--- src/rtl/mdio_mgmt_pkg.sv ---
package mdio_mgmt_pkg;
  localparam int FRAME_BITS       = 64;
  localparam int READ_DRIVEN_BITS = 46;
  localparam int READ_DATA_FIRST  = 48;
  localparam int F_REG_LSB        = 16;
  localparam int F_PHY_LSB        = 21;
  localparam int F_OP             = 26;
  localparam int F_RVALID         = 27;
  localparam int F_BUSY           = 28;

  typedef struct packed {
    logic start;    // command accepted, load frame
    logic shift;    // advance to the next frame bit
    logic capture;  // rising MDC during a read data bit
    logic finish;   // last bit period has ended
  } mdioStrobe_t;
endpackage

--- src/rtl/mdio_ctrl.sv ---
module mdio_ctrl
  import mdio_mgmt_pkg::*;
#(
  parameter int DIV = 100
) (
  input  logic        clk,
  input  logic        rstN,
  input  logic        startReq,
  input  logic        isRead,
  output mdioStrobe_t strobe,
  output logic        busy,
  output logic        mdc,
  output logic        mdioOe
);
  localparam int CW = (DIV > 2) ? $clog2(DIV) : 1;
  localparam int BW = $clog2(FRAME_BITS);
  localparam logic [CW-1:0] DIV_LAST  = CW'(DIV - 1);
  localparam logic [CW-1:0] HALF_CNT  = CW'(DIV / 2);
  localparam logic [CW-1:0] HALF_LAST = CW'(DIV / 2 - 1);
  localparam logic [BW-1:0] BIT_LAST  = BW'(FRAME_BITS - 1);
  localparam logic [BW-1:0] RD_DRIVEN = BW'(READ_DRIVEN_BITS);
  localparam logic [BW-1:0] RD_FIRST  = BW'(READ_DATA_FIRST);

  logic [CW-1:0] divCnt;
  logic [BW-1:0] bitCnt;
  logic          bitEnd;

  assign bitEnd         = busy && (divCnt == DIV_LAST);
  assign strobe.start   = startReq && !busy;
  assign strobe.shift   = bitEnd && (bitCnt != BIT_LAST);
  assign strobe.finish  = bitEnd && (bitCnt == BIT_LAST);
  assign strobe.capture = busy && (divCnt == HALF_LAST) && (bitCnt >= RD_FIRST);

  always_ff @(posedge clk) begin
    if (!rstN) begin
      busy   <= 1'b0;
      divCnt <= '0;
      bitCnt <= '0;
    end else if (strobe.start) begin
      busy   <= 1'b1;
      divCnt <= '0;
      bitCnt <= '0;
    end else if (busy) begin
      if (bitEnd) begin
        divCnt <= '0;
        if (bitCnt == BIT_LAST) busy <= 1'b0;
        else                    bitCnt <= bitCnt + 1'b1;
      end else begin
        divCnt <= divCnt + 1'b1;
      end
    end
  end

  assign mdc    = busy && (divCnt >= HALF_CNT);
  assign mdioOe = busy && (!isRead || (bitCnt < RD_DRIVEN));

  assert_idle_mdc_low_R2: assert property (@(posedge clk) disable iff (!rstN)
    !busy |-> !mdc) else $error("MDC toggling while idle");

  assert_idle_released_R1: assert property (@(posedge clk) disable iff (!rstN)
    !busy |-> !mdioOe) else $error("MDIO driven while idle");

  assert_busy_needs_cmd_R6: assert property (@(posedge clk) disable iff (!rstN)
    $rose(busy) |-> $past(startReq)) else $error("busy rose without a command");
endmodule

--- src/rtl/mdio_datapath.sv ---
module mdio_datapath
  import mdio_mgmt_pkg::*;
(
  input  logic        clk,
  input  logic        rstN,
  input  mdioStrobe_t strobe,
  input  logic        busy,
  input  logic        startReq,
  input  logic        regWrEn,
  input  logic        regAddr,
  input  logic [31:0] regWrData,
  output logic [31:0] regRdData,
  output logic        isRead,
  output logic        mdioOut,
  input  logic        mdioIn
);
  logic [FRAME_BITS-1:0] frame;
  logic [15:0] dataField;
  logic [4:0]  regField;
  logic [4:0]  phyField;
  logic [4:0]  ownPhy;
  logic        readValid;
  logic        cmdRead;
  logic        unusedHigh;

  assign cmdRead    = regWrData[F_OP];
  assign unusedHigh = ^regWrData[31:27];

  always_ff @(posedge clk) begin
    if (!rstN) begin
      frame     <= '0;
      dataField <= '0;
      regField  <= '0;
      phyField  <= '0;
      isRead    <= 1'b0;
      readValid <= 1'b0;
    end else if (strobe.start) begin
      dataField <= regWrData[15:0];
      regField  <= regWrData[F_REG_LSB +: 5];
      phyField  <= regWrData[F_PHY_LSB +: 5];
      isRead    <= cmdRead;
      readValid <= 1'b0;
      frame <= {32'hFFFF_FFFF, 2'b01,
                cmdRead ? 2'b10 : 2'b01,
                regWrData[F_PHY_LSB +: 5], regWrData[F_REG_LSB +: 5],
                cmdRead ? 2'b11 : 2'b10,
                cmdRead ? 16'hFFFF : regWrData[15:0]};
    end else begin
      if (strobe.shift)               frame     <= {frame[FRAME_BITS-2:0], 1'b1};
      if (strobe.capture && isRead)   dataField <= {dataField[14:0], mdioIn};
      if (strobe.finish)              readValid <= isRead;
    end
  end

  always_ff @(posedge clk) begin
    if (!rstN)                      ownPhy <= '0;
    else if (regWrEn && regAddr)    ownPhy <= regWrData[4:0];
  end

  assign mdioOut = frame[FRAME_BITS-1];

  always_comb begin
    if (regAddr) regRdData = {27'd0, ownPhy};
    else         regRdData = {3'd0, busy, readValid, isRead, phyField, regField, dataField};
  end

  assert_valid_not_busy_R8: assert property (@(posedge clk) disable iff (!rstN)
    busy |-> !readValid) else $error("read-valid set during a frame");

  assert_store_ignored_R7: assert property (@(posedge clk) disable iff (!rstN)
    (busy && startReq) |=> ($stable(phyField) && $stable(regField) && $stable(isRead)))
    else $error("command fields changed while busy");
endmodule

--- src/rtl/mdio_mgmt.sv ---
module mdio_mgmt
  import mdio_mgmt_pkg::*;
#(
  parameter int DIV = 100
) (
  input  logic        clk,
  input  logic        rstN,
  input  logic        regWrEn,
  input  logic        regAddr,
  input  logic [31:0] regWrData,
  output logic [31:0] regRdData,
  output logic        mdc,
  output logic        mdioOut,
  output logic        mdioOe,
  input  logic        mdioIn
);
  mdioStrobe_t strobe;
  logic busy;
  logic isRead;
  logic startReq;

  assign startReq = regWrEn && !regAddr;

  mdio_ctrl #(.DIV(DIV)) ctrl_i (
    .clk(clk), .rstN(rstN), .startReq(startReq), .isRead(isRead),
    .strobe(strobe), .busy(busy), .mdc(mdc), .mdioOe(mdioOe)
  );

  mdio_datapath dp_i (
    .clk(clk), .rstN(rstN), .strobe(strobe), .busy(busy), .startReq(startReq),
    .regWrEn(regWrEn), .regAddr(regAddr), .regWrData(regWrData),
    .regRdData(regRdData), .isRead(isRead), .mdioOut(mdioOut), .mdioIn(mdioIn)
  );
endmodule

--- config.mk ---
export PLATFORM = sky130hd
export DESIGN_NAME = mdio_mgmt
export DESIGN_NICKNAME = d
export VERILOG_FILES = /design/src/rtl/mdio_mgmt_pkg.sv /design/src/rtl/mdio_ctrl.sv /design/src/rtl/mdio_datapath.sv /design/src/rtl/mdio_mgmt.sv
export SDC_FILE = /design/constraint.sdc
export NUM_CORES = 1
export LEC_CHECK = 0
export CAP_MARGIN = 10
export CORE_AREA = 2 2 103 105
export CTS_CLUSTER_DIAMETER = 80
export DETAILED_ROUTE_END_ITERATION = 10
export DIE_AREA = 0 0 105 107
export PLACE_DENSITY = 0.74
export SYNTH_ARGS = -nofsm -noshare
export SYNTH_HDL_FRONTEND = slang
export SYNTH_SLANG_ARGS = --single-unit
--- constraint.sdc ---
create_clock -name clk -period 1.7 [get_ports clk]
set_input_delay 0.34 -clock clk [delete_from_list [all_inputs] [get_ports clk]]
set_output_delay 0.34 -clock clk [all_outputs]
set_load 0.05 [all_outputs]
==> results.sh <==
export IMPL_status="complete, but fails checks"
export IMPL_violations="setup timing"
export IMPL_core_region_area_sq_um=10090
export IMPL_cts_tree="built"
export IMPL_finalHoldWorstSlack_ps=458.8
export IMPL_regToRegStartpoint="ctrl_i.divCnt[0]"
export IMPL_synth_top_cell_area_share_pct=46.18
export IMPL_io_buffer_count=63
export IMPL_avgSynthCellArea_sq_um=8.297
export IMPL_yosys_area_top_type="dfxtp_1"
export IMPL_fin_ws_ps=-215.2
export IMPL_synthAdderAreaFrac_pct=1.040
export IMPL_cts_buffers=9
export IMPL_areaGrowthSynthToFinish_pct=51.87
export IMPL_ant_nets=0
export IMPL_drive_gt1_share_pct=35.38
export IMPL_cp_start_kind="flip-flop"
export IMPL_grt_pass1_vias=4419
export IMPL_crit_reg2reg_capture="dp_i.frame[62]"
export IMPL_cts_clk_slew_worst_paths_ps=100
export IMPL_n_fill_cell=679
export IMPL_dp_slack_ps=-254.8
export IMPL_antenna_found_initial=0
export IMPL_synth_xor_xnor_area_share_pct=1.092
export IMPL_async_flop_share_pct=0
export IMPL_synth_compound_area_share_pct=14.51
export IMPL_place_hpwl_mm=7.906
export IMPL_grt_pass1_wl_mm=20.82
export IMPL_finalCritPeriodShare_pct=112.7
export IMPL_via_count=4851
export IMPL_synth_area_top_cells="dfxtp_1 (46%), nor3_1 (7.4%), nand2_1 (5.5%), nand3_1 (4.5%), a31oi_1 (3.6%)"
export IMPL_worst_path_buf_inv=5
export IMPL_slew_violations=0
export IMPL_crit_family="buffers and inverters"
export IMPL_grt_max_degree=43
export IMPL_start_util_pct=47.68
export IMPL_ys_types=45
export IMPL_place_congestion=0.8330
export IMPL_fp_row_count=37
export IMPL_drt_wl_total_mm=14.81
export IMPL_die_area_sq_um=11240
export IMPL_critPathKind="reg2reg"
export IMPL_htreeDepth=3
export IMPL_path_max_fanout=8
export IMPL_finalCriticalPeriod_ps=1915
export IMPL_drv_cap=0
export IMPL_fmax_ghz=0.5221
export IMPL_grt_overflow=0
export IMPL_syn_inst=580
export IMPL_holdPathStages=2
export IMPL_synthTopCellsByCount="dfxtp_1 (111), nor3_1 (71), nand2_1 (70)"
export IMPL_die_w_microns=105
export IMPL_synth_seq_cells=111
export IMPL_hold_viol_final=0
export IMPL_grt_usage_pct=22.73
export IMPL_nets=722
export IMPL_ir_drop_mv=0.5084
export IMPL_reg2reg_setup_slack_ps=-220
export IMPL_holdPathEnd="dp_i.phyField[3]"
export IMPL_yosysWarnings=0
export IMPL_syn_cell_area_sq_um=4812
export IMPL_slowest_stage="dfxtp_2"
export IMPL_end_kind="flip-flop"
export IMPL_synth_most_common_cell="dfxtp_1"
export IMPL_critPathMaxStageDelay_ps=370
export IMPL_reg2regPathDepth=10
export IMPL_path_cells="buf_6, ha_4, nand4bb_4, a311oi_4, buf_6, buf_12, buf_16, buf_8, nor3_1, nor3_1"
export IMPL_wl_per_cell_microns=18.06
export IMPL_worstHoldStart="dp_i.phyField[3]"
export IMPL_clk_latency_ps=380
export IMPL_rsz0062_at_grt="yes"
export IMPL_firstDrtPassIters=5
export IMPL_cts_num_sinks=111
export IMPL_drtIter0Drc=340
export IMPL_hold_path_class="reg2reg"
export IMPL_utilization_pct=72.42
export IMPL_power_density_nw_per_um2=716.2
export IMPL_p_leak_nw=2.766
export IMPL_synth_edf_count=0
export IMPL_setup_viol=66
export IMPL_synth_flop_cell="dfxtp_1"
export IMPL_avgViaCountPerCell=5.916
export IMPL_io_pins=72
export IMPL_num_antenna_cells=0
export IMPL_muxShareOfSynthArea_pct=1.586
export IMPL_cts_root_buf="clkbuf_8"
export IMPL_synth_top_family_by_area="simple AND/OR/NAND/NOR gates"
export IMPL_finClkSkew_ps=9.709
export IMPL_crit_required_ps=1990
export IMPL_synth_seq_area_share_pct=46.18
export IMPL_die_h_microns=107
export IMPL_cts_max_path_buffers=2
export IMPL_drc=0
export IMPL_worstPathArrival_ps=2200
export IMPL_synthSimpleGateAreaFrac_pct=29.75
## what timing repair did
action	in CTS	in global routing
endpoints found under the setup margin	96	107
setup buffers	6	15
hold buffers	0	0
gates cloned	5	8
resized for setup	36	102
pin swaps	5	52
## layout by cell type, fill, tap and decap left out, drive strengths merged, types with 4 or more instances in the layout
cell / n
dfxtp: 111
buf: 100
nor3: 71
nand2: 70
nand3: 53
nor2: 46
a21oi: 44
clkdlybuf4s50: 30
a31oi: 28
nor2b: 24
clkbuf: 22
o21ai: 20
a22oi: 16
mux2: 5
inv: 4
ha: 4
## logic make-up (layout without fill, tap and decap cells)
logic type / Yosys count / in the layout
other: 1 / 3
DFF: 111 / 111
muxes: 7 / 7
xor gates and xnor gates: 6 / 6
AOI/OAI and AO/OA: 113 / 114
buffers and inverters: 55 / 156
and+or+nand+nor: 283 / 283
adders and majority gates: 4 / 4
## cell type report
class	count	area [sq um]	area share [%]
Inverter	4	17.52	0.2397
Tap cell	136	170.2	2.328
Sequential cell	111	2243	30.70
Multi-Input combinational cell	417	2804	38.37
Timing Repair Buffer	138	1891	25.87
Clock buffer	14	182.7	2.500
## how the worst max path moves through the flow
stage | start | endpoint | slack [ps] | cells after the start
floorplan | regAddr | regRdData[18] | -60 | 3
finish | ctrl_i.divCnt[0] | dp_i.frame[62] | -220 | 10
global placement | regAddr | regRdData[2] | -230 | 4
CTS | ctrl_i.divCnt[2] | mdc | -200 | 5
detailed placement | regWrEn | dp_i.frame[24] | -250 | 5
global route | ctrl_i.divCnt[0] | dp_i.frame[62] | -300 | 10
## metal layers
layer | track usage (%) | vias to the layer above | wire [microns]
li1 | - | 2235 | -
met1 | 28.64 | 2378 | 6124
met2 | 37.62 | 203 | 7478
met3 | 5.289 | 35 | 835
met4 | 9.238 | 0 | 368
met5 | 0 | - | 0
## registers in the layout (all words and copies together) (netlist names)
signal,flops
ctrl_i.bitCnt,6
ctrl_i.busy,1
ctrl_i.divCnt,7
dp_i.dataField,16
dp_i.frame,64
dp_i.isRead,1
dp_i.ownPhy,5
dp_i.phyField,5
dp_i.readValid,1
dp_i.regField,5
## worst reg2reg max path, cell delays in order (launching register included)
cell and delay, ps:
dfxtp_2 370, buf_6 110, ha_4 150, nand4bb_4 140, a311oi_4 270, buf_6 170
buf_12 100, buf_16 110, buf_8 130, nor3_1 60, nor3_1 210
## stage by stage
| stage | instance area, sq um | power [W] | TNS, ps | instances |
|---|---|---|---|---|
| 2_1_floorplan | 4820 | 0.003281 | -1378 | 582 |
| 3_3_place_gp | 6113 | 0.003600 | -23120 | 772 |
| 3_5_place_dp | 6113 | 0.003624 | -24470 | 772 |
| 4_1_cts | 6563 | 0.005117 | -6150 | 797 |
| 5_1_grt | 7308 | 0.005409 | -9364 | 820 |
| 6_report | 7308 | 0.005234 | -3647 | 820 |
## power by group
group	internal, W	switching, W
clock network	0.000681	0.000866
registers	0.00273	0.000105
logic	0.000405	0.000443
total	0.00382	0.00141
No activity file was read; power rests on OpenSTA's default activity.
